<file path="config.mk">
export PLATFORM = sky130hd
export DESIGN_NAME = fabsflg_unit
export DESIGN_NICKNAME = d
export VERILOG_FILES = /design/src/rtl/fabsflg_pkg.sv /design/src/rtl/fabsflg_classify.sv /design/src/rtl/fabsflg_delay.sv /design/src/rtl/fabsflg_unit.sv
export SDC_FILE = /design/constraint.sdc
export NUM_CORES = 1
export LEC_CHECK = 0
export BUFFER_PORTS_ARGS = -buffer_cell sky130_fd_sc_hd__buf_2
export CORE_ASPECT_RATIO = 1.25
export CORE_UTILIZATION = 43
export DETAILED_ROUTE_END_ITERATION = 6
export PLACE_DENSITY = 0.88
export REMOVE_ABC_BUFFERS = 1
export SYNTH_ARGS = -nofsm -noshare
export SYNTH_HDL_FRONTEND = slang
export SYNTH_HIERARCHICAL = 1
export SYNTH_SLANG_ARGS = --single-unit
</file>
<file path="constraint.sdc">
create_clock -name clk -period 1.4 [get_ports clk]
set_clock_uncertainty 0.1 [all_clocks]
set_input_delay 0.14 -clock clk [delete_from_list [all_inputs] [get_ports clk]]
set_output_delay 0.14 -clock clk [all_outputs]
set_load 0.01 [all_outputs]
</file>
<file path="src/rtl/fabsflg_pkg.sv">
package fabsflg_pkg;

  localparam int unsigned WORD_W = 32;
  localparam int unsigned FLAG_W = 7;

  // Bit positions of the status-word layout
  localparam int unsigned FB_DIV0     = 0;
  localparam int unsigned FB_INEXACT  = 1;
  localparam int unsigned FB_UNDER    = 2;
  localparam int unsigned FB_OVER     = 3;
  localparam int unsigned FB_INVALID  = 4;
  localparam int unsigned FB_IN_FLUSH = 5;
  localparam int unsigned FB_OUT_FLSH = 6;

  typedef enum logic [2:0] {
    CLS_ZERO,
    CLS_DENORM,
    CLS_NORMAL,
    CLS_INF,
    CLS_QNAN,
    CLS_SNAN
  } fclass_e;

  // Classify a single-precision bit pattern (sign ignored)
  function automatic fclass_e classify(input logic [7:0] expo, input logic [22:0] mant);
    if (expo == 8'h00)      return (mant == '0) ? CLS_ZERO : CLS_DENORM;
    else if (expo != 8'hFF) return CLS_NORMAL;
    else if (mant == '0)    return CLS_INF;
    else if (mant[22])      return CLS_QNAN;
    else                    return CLS_SNAN;
  endfunction

  // Flags raised by an absolute-value operation for a given class
  function automatic logic [FLAG_W-1:0] abs_flags(input fclass_e cls);
    logic [FLAG_W-1:0] f;
    f = '0;
    case (cls)
      CLS_DENORM: f[FB_IN_FLUSH] = 1'b1;
      CLS_SNAN:   f[FB_INVALID]  = 1'b1;
      default:    f = '0;
    endcase
    return f;
  endfunction

endpackage

</file>
<file path="src/rtl/fabsflg_classify.sv">
module fabsflg_classify
  import fabsflg_pkg::*;
(
  input  logic [WORD_W-1:0] operand,
  output fclass_e           cls,
  output logic [FLAG_W-1:0] flags
);
  logic unused_sign;
  assign unused_sign = operand[31];

  always_comb begin
    cls   = classify(operand[30:23], operand[22:0]);
    flags = abs_flags(cls);
  end
endmodule

</file>
<file path="src/rtl/fabsflg_delay.sv">
module fabsflg_delay #(
  parameter int unsigned W     = 8,
  parameter int unsigned DEPTH = 2
) (
  input  logic         clk,
  input  logic         rst,
  input  logic [W-1:0] d,
  output logic [W-1:0] q
);
  generate
    if (DEPTH == 0) begin : g_wire
      assign q = d;
    end else begin : g_regs
      logic [W-1:0] stg [DEPTH];
      always_ff @(posedge clk) begin
        if (rst) begin
          for (int i = 0; i < int'(DEPTH); i++) stg[i] <= '0;
        end else begin
          stg[0] <= d;
          for (int i = 1; i < int'(DEPTH); i++) stg[i] <= stg[i-1];
        end
      end
      assign q = stg[DEPTH-1];
    end
  endgenerate
endmodule

</file>
<file path="src/rtl/fabsflg_unit.sv">
module fabsflg_unit
  import fabsflg_pkg::*;
#(
  parameter int unsigned TAG_W   = 5,
  parameter int unsigned LATENCY = 3
) (
  input  logic                 clk,
  input  logic                 rst,
  input  logic                 in_valid,
  input  logic [WORD_W-1:0]    in_operand,
  input  logic [WORD_W-1:0]    in_guard,
  input  logic [TAG_W-1:0]     in_dest,
  output logic                 wr_en,
  output logic [TAG_W-1:0]     wr_tag,
  output logic [WORD_W-1:0]    wr_data
);
  localparam int unsigned TAIL  = LATENCY - 1;
  localparam int unsigned PKT_W = 1 + TAG_W + FLAG_W;

  // Named events for the checker
  logic              issue_fire;
  logic              a_vld;
  logic [TAG_W-1:0]  a_tag;
  logic [WORD_W-1:0] a_op;
  fclass_e           a_cls;
  logic [FLAG_W-1:0] flag_raw;
  logic [PKT_W-1:0]  pkt_in, pkt_out;
  logic              o_vld;
  logic [TAG_W-1:0]  o_tag;
  logic [FLAG_W-1:0] o_flags;
  logic [WORD_W-2:0] unused_guard_hi;

  assign unused_guard_hi = in_guard[WORD_W-1:1];
  assign issue_fire      = in_valid & in_guard[0];

  // Stage 1: capture operand, guarded valid and tag
  always_ff @(posedge clk) begin
    if (rst) begin
      a_vld <= 1'b0;
      a_tag <= '0;
      a_op  <= '0;
    end else begin
      a_vld <= issue_fire;
      a_tag <= issue_fire ? in_dest : '0;
      a_op  <= in_operand;
    end
  end

  fabsflg_classify u_cls (
    .operand (a_op),
    .cls     (a_cls),
    .flags   (flag_raw)
  );

  assign pkt_in = {a_vld, a_tag, a_vld ? flag_raw : {FLAG_W{1'b0}}};

  // Remaining stages carry valid, tag and flags in lockstep
  fabsflg_delay #(.W(PKT_W), .DEPTH(TAIL)) u_tail (
    .clk (clk),
    .rst (rst),
    .d   (pkt_in),
    .q   (pkt_out)
  );

  assign {o_vld, o_tag, o_flags} = pkt_out;

  assign wr_en   = o_vld;
  assign wr_tag  = o_vld ? o_tag : '0;
  assign wr_data = o_vld ? {{(WORD_W-FLAG_W){1'b0}}, o_flags} : '0;
endmodule

</file>
==> results of run 1 <==
[cell usage in the layout (no fill, tap or decap)]
cell type and n:
and2_1 19, and2b_1 2, and3b_1 1, and4b_1 5, buf_12 1, buf_2 51
buf_4 4, bufinv_16 1, clkbuf_1 1, clkbuf_8 10, clkinv_2 1, clkinvlp_4 3
conb_1 30, dfxtp_1 61, dfxtp_2 2, dlygate4sd3_1 37, nand2_1 2, nand4_1 3
nor2_1 1, nor2_2 1, nor2b_1 35, nor2b_4 20, nor3_1 2, nor4_1 3
nor4_2 3, nor4_4 1, or2_2 1
[worst max-delay path, delay by kind of cell, from the launching register on]
family	cells	cell delay (ps)
simple gates	6	860
flops	1	300
[through the flow]
stage / setup slack (ps) / power (uW) / instances / hold slack [ps] / util, %
after floorplan: 113.8 / 2034 / 192 / 104.3 / -
after global placement: 2.538 / 2147 / 312 / 253.5 / 46.62
after detailed placement: -35.42 / 2156 / 312 / 254.6 / 46.62
after CTS: -13.62 / 3775 / 365 / 5.380 / 57.31
after global routing: -57.93 / 3914 / 365 / 25.55 / 57.44
final: 8.893 / 3743 / 365 / 19.43 / 57.44
[what timing repair did]
action                                  CTS  global route
hold buffers                             37             0
endpoints found under the setup margin    2            14
resized for setup                         3             2
endpoints found under the hold margin    37             0
pin swaps                                 4             0
[flip-flops by register name, summed over array words and instances, names as in the netlist]
name,cells
a_op,31
u_tail/g_regs.stg,26
a_tag,5
a_vld,1
[report_power, final]
| part | total [uW] | internal [uW] | switching (uW) |
|---|---|---|---|
| clock network | 1530 | 867 | 667 |
| logic | 327 | 197 | 130 |
| registers | 1880 | 1850 | 27.3 |
| total | 3740 | 2920 | 825 |
[routing by layer]
metal	up-vias	global-route usage [%]	part of all wire, %
met2	59	27.36	59
met4	0	9.818	2.9
li1	761	-	-
met5	-	0	0
met3	11	4.186	5.3
met1	664	12.05	33
[final cells by class]
cell class              count  share of cell area [%]
multi-input cells         129                   29.53
flip-flops and latches     63                   40.14
clock buffers              11                   4.491
well taps                  64                   2.544
clock inverters             5                   1.828
repair buffers             93                   21.46
[worst paths after layout]
path,slack [ps],startpoint,cells after the start,endpoint
hold / removal,20,in_guard[0],2,a_vld
setup reg to reg,9,a_op[16],6,u_tail/g_regs.stg[0][4]
hold reg to reg,330,u_tail/g_regs.stg[0][2],1,u_tail/g_regs.stg[0][15]
setup / recovery,9,a_op[16],6,u_tail/g_regs.stg[0][4]
==> results.sh, run 1 <==
export IMPL_path_cells="nor3_1, nand4_1, nor2_2, nor3_1, and2_1, nor2b_1"
export IMPL_dieArea_sq_um=6038
export IMPL_grt_pass1_wl_mm=6.210
export IMPL_cp_required_ps=1510
export IMPL_cts_tree="done"
export IMPL_startpoint_type="flop"
export IMPL_cts_buffer_depth=2
export IMPL_cts_root_buf="clkbuf_8"
export IMPL_cp_slowest_cell="dfxtp_1"
export IMPL_max_cap_violations=0
export IMPL_numCtsBuffers=9
export IMPL_yosysWarnings=6
export IMPL_initial_utilization_pct=44.95
export IMPL_die_y_um=86.63
export IMPL_clk_pin_slew_ps=70
export IMPL_grt_pass1_vias=1453
export IMPL_wire_per_inst_um=10.61
export IMPL_drt_first_pass_iters=2
export IMPL_rows=30
export IMPL_arrival_ps=1500
export IMPL_via_per_inst=4.096
export IMPL_gp_congestion=0.6426
export IMPL_dp_hpwl_mm=2.122
export IMPL_grt_start_max_net_pins=41
export IMPL_drtAntennaViolNets=0
export IMPL_diodes=0
export IMPL_drcViolationCount=0
export IMPL_grt_usage_pct=14.02
export IMPL_endpoint_kind="flop"
export IMPL_finalHoldViolCount=0
export IMPL_pin_count=110
export IMPL_multi_input_area_sq_um=929.6
export IMPL_htree_levels=3
export IMPL_synth_area_per_cell_sq_um=11.51
export IMPL_cts_sinks=63
export IMPL_cts_setup_buffers=0
export IMPL_wl_mm=3.872
export IMPL_status="complete, no violations"
export IMPL_placed_area_sq_um=2555
export IMPL_max_stage_delay_ps=300
export IMPL_drive_gt1_share_pct=32.89
export IMPL_post_route_period_util_pct=99.36
export IMPL_area_growth_pct=27.78
export IMPL_drv_slew=0
export IMPL_min_period_ps=1391
export IMPL_via_count=1495
export IMPL_critical_path_class="reg2reg"
export IMPL_numPortBuffers=52
export IMPL_fin_nets=368
export IMPL_die_w_um=69.70
export IMPL_power_density_nw_per_um2=1189
export IMPL_vdd_drop_max_mv=0.9532
export IMPL_core_sq_um=5480
export IMPL_drt_first_iter_violations=57
export IMPL_worst_path_max_fanout=2
export IMPL_synth_area_sq_um=2464
export IMPL_hold_class="in2reg"
export IMPL_rsz0062_at_grt="yes"
export IMPL_worst_skew_pair_late_latency_ps=330
export IMPL_p_leak_uw=0.001464
export IMPL_final_area_sq_um=3148
export IMPL_setup_viol=0
export IMPL_synthCells=214
export IMPL_grt_antenna_before_repair=0
export IMPL_tns_ps=0
export IMPL_regArea_sq_um=1264
export IMPL_max_freq_mhz=718.9
export IMPL_cp_common_cell="nor3_1"
export IMPL_nFillCells=459
export IMPL_gr_total_overflow=0
Power figures use the tool's default switching activity.
==> run 2: changes to the inputs <==
--- a/config.mk
+++ b/config.mk
@@ -6,7 +6,7 @@
 export NUM_CORES = 1
 export LEC_CHECK = 0
 export BUFFER_PORTS_ARGS = -buffer_cell sky130_fd_sc_hd__buf_2
-export CORE_ASPECT_RATIO = 1.25
+export CORE_ASPECT_RATIO = 1.4
 export CORE_UTILIZATION = 43
 export DETAILED_ROUTE_END_ITERATION = 6
 export PLACE_DENSITY = 0.88
==> run 2 against run 1 <==
The flow now finishes with violations (negative setup slack). Clock power is 14% higher. Register-to-register slack about the same. Die area is essentially flat. Critical path depth unchanged. Utilization increased by 0.71 points. Largest power group unchanged.
==> results.sh, run 2 (synthesis gave the netlist of run 1 again) <==
export IMPL_status="finished, violations left"
export IMPL_violations="negative setup slack"
export IMPL_cts_buffer_depth=2
export IMPL_startpoint_type="flop"
export IMPL_rows=32
export IMPL_clk_pin_slew_ps=70
export IMPL_setup_viol=1
export IMPL_drt_first_pass_iters=4
export IMPL_cp_slowest_cell="dfxtp_2"
export IMPL_grt_start_max_net_pins=37
export IMPL_worst_path_max_fanout=2
export IMPL_via_per_inst=4.035
export IMPL_nFillCells=448
export IMPL_drtAntennaViolNets=0
export IMPL_cts_root_buf="clkbuf_8"
export IMPL_drt_first_iter_violations=45
export IMPL_drcViolationCount=0
export IMPL_cp_required_ps=1510
export IMPL_fin_nets=369
export IMPL_finalHoldViolCount=0
export IMPL_min_period_ps=1401
export IMPL_die_y_um=91.56
export IMPL_numCtsBuffers=9
export IMPL_drive_gt1_share_pct=33.44
export IMPL_power_density_nw_per_um2=1234
export IMPL_post_route_period_util_pct=100.1
export IMPL_endpoint_kind="flop"
export IMPL_gp_congestion=0.7305
export IMPL_worst_skew_pair_late_latency_ps=330
export IMPL_gr_total_overflow=0
export IMPL_grt_pass1_wl_mm=6.161
export IMPL_vdd_drop_max_mv=0.7701
export IMPL_cts_sinks=63
export IMPL_wl_mm=3.927
export IMPL_numPortBuffers=52
export IMPL_largest_reg_flops=31
export IMPL_wire_per_inst_um=10.61
export IMPL_rsz0062_at_grt="yes"
export IMPL_top_register="a_op"
export IMPL_core_sq_um=5525
export IMPL_max_freq_mhz=713.9
export IMPL_layout_commonest_cell="dfxtp_1"
export IMPL_initial_utilization_pct=44.59
export IMPL_crit_family="simple AND/OR/NAND/NOR gates"
export IMPL_max_cap_violations=0
export IMPL_numPlacedInstances=316
export IMPL_arrival_ps=1510
export IMPL_hold_class="in2reg"
export IMPL_critical_path_class="reg2reg"
export IMPL_cts_tree="done"
export IMPL_max_stage_delay_ps=330
export IMPL_area_growth_pct=30.42
export IMPL_htree_levels=3
export IMPL_dieArea_sq_um=6040
export IMPL_pin_count=110
export IMPL_p_leak_uw=0.001496
export IMPL_final_cells=370
export IMPL_grt_usage_pct=14.51
export IMPL_drv_slew=0
export IMPL_via_count=1493
export IMPL_crit_buf_inv=0
export IMPL_cts_setup_buffers=0
export IMPL_post_route_worst_setup_slack_ps=-0.8334
export IMPL_diodes=0
export IMPL_path_cells="nor4_4, nand4_1, nor2_2, nor3_1, and2_1, nor2b_1"
export IMPL_fin_hold_ws_ps=30.94
export IMPL_grt_antenna_before_repair=0
export IMPL_grt_pass1_vias=1452
export IMPL_layout_common_cells="dfxtp_1 (60), buf_2 (51), dlygate4sd3_1 (38)"
export IMPL_top_regs="a_op (31), u_tail/g_regs.stg (26), a_tag (5)"
export IMPL_die_w_um=65.97
export IMPL_p_total_uw=3965
[run 2: per-layer routing]
layer	vias to the layer above	track usage, %	wire [um]
met4	0	8.511	80
li1	766	-	-
met3	9	5.528	241
met1	650	12.71	1411
met2	68	26.70	2193
met5	-	0	0
[run 2: worst paths after layout]
check / slack, ps / endpoint / startpoint / cells after the start
setup / recovery: -0.8 / u_tail/g_regs.stg[0][4] / a_op[2] / 6
hold / removal: 30 / a_tag[1] / in_guard[0] / 2
setup reg to reg: -0.8 / u_tail/g_regs.stg[0][4] / a_op[2] / 6
hold reg to reg: 340 / u_tail/g_regs.stg[0][15] / u_tail/g_regs.stg[0][2] / 1
[run 2: layout make-up]
cell class | count | area, sq um | area share (%)
multi-input cells | 129 | 938.4 | 29.21
well taps | 68 | 85.08 | 2.648
clock buffers | 9 | 123.9 | 3.855
repair buffers | 94 | 698.2 | 21.73
flip-flops and latches | 63 | 1265 | 39.37
clock inverters | 7 | 102.6 | 3.193
[run 2: stage by stage]
step / TNS, ps / util (%) / setup WS (ps) / cell area [sq um]
final: -0.8334 / 58.15 / -0.8334 / 3213
after global routing: -115.4 / 58.15 / -67.29 / 3213
after CTS: -24.49 / 58.02 / -17.26 / 3206
after detailed placement: -64.68 / 46.56 / -39.48 / 2572
after global placement: -60.60 / 46.56 / -38.32 / 2572
after floorplan: 0 / - / 113.8 / 2170
[run 2: report_power, final]
part	switching [uW]	internal [uW]	total (uW)
combinational	133	204	337
sequential	30.2	1850	1880
clock	722	1020	1740
total	885	3080	3970
[run 2: repair_timing]
| action | 4_1_cts | 5_1_grt |
|---|---|---|
| hold buffers | 38 | 0 |
| gates resized for setup | 5 | 2 |
| hold endpoints to repair | 37 | 0 |
| endpoints found under the setup margin | 2 | 8 |
| gates cloned | 0 | 0 |
| pin swaps | 5 | 3 |
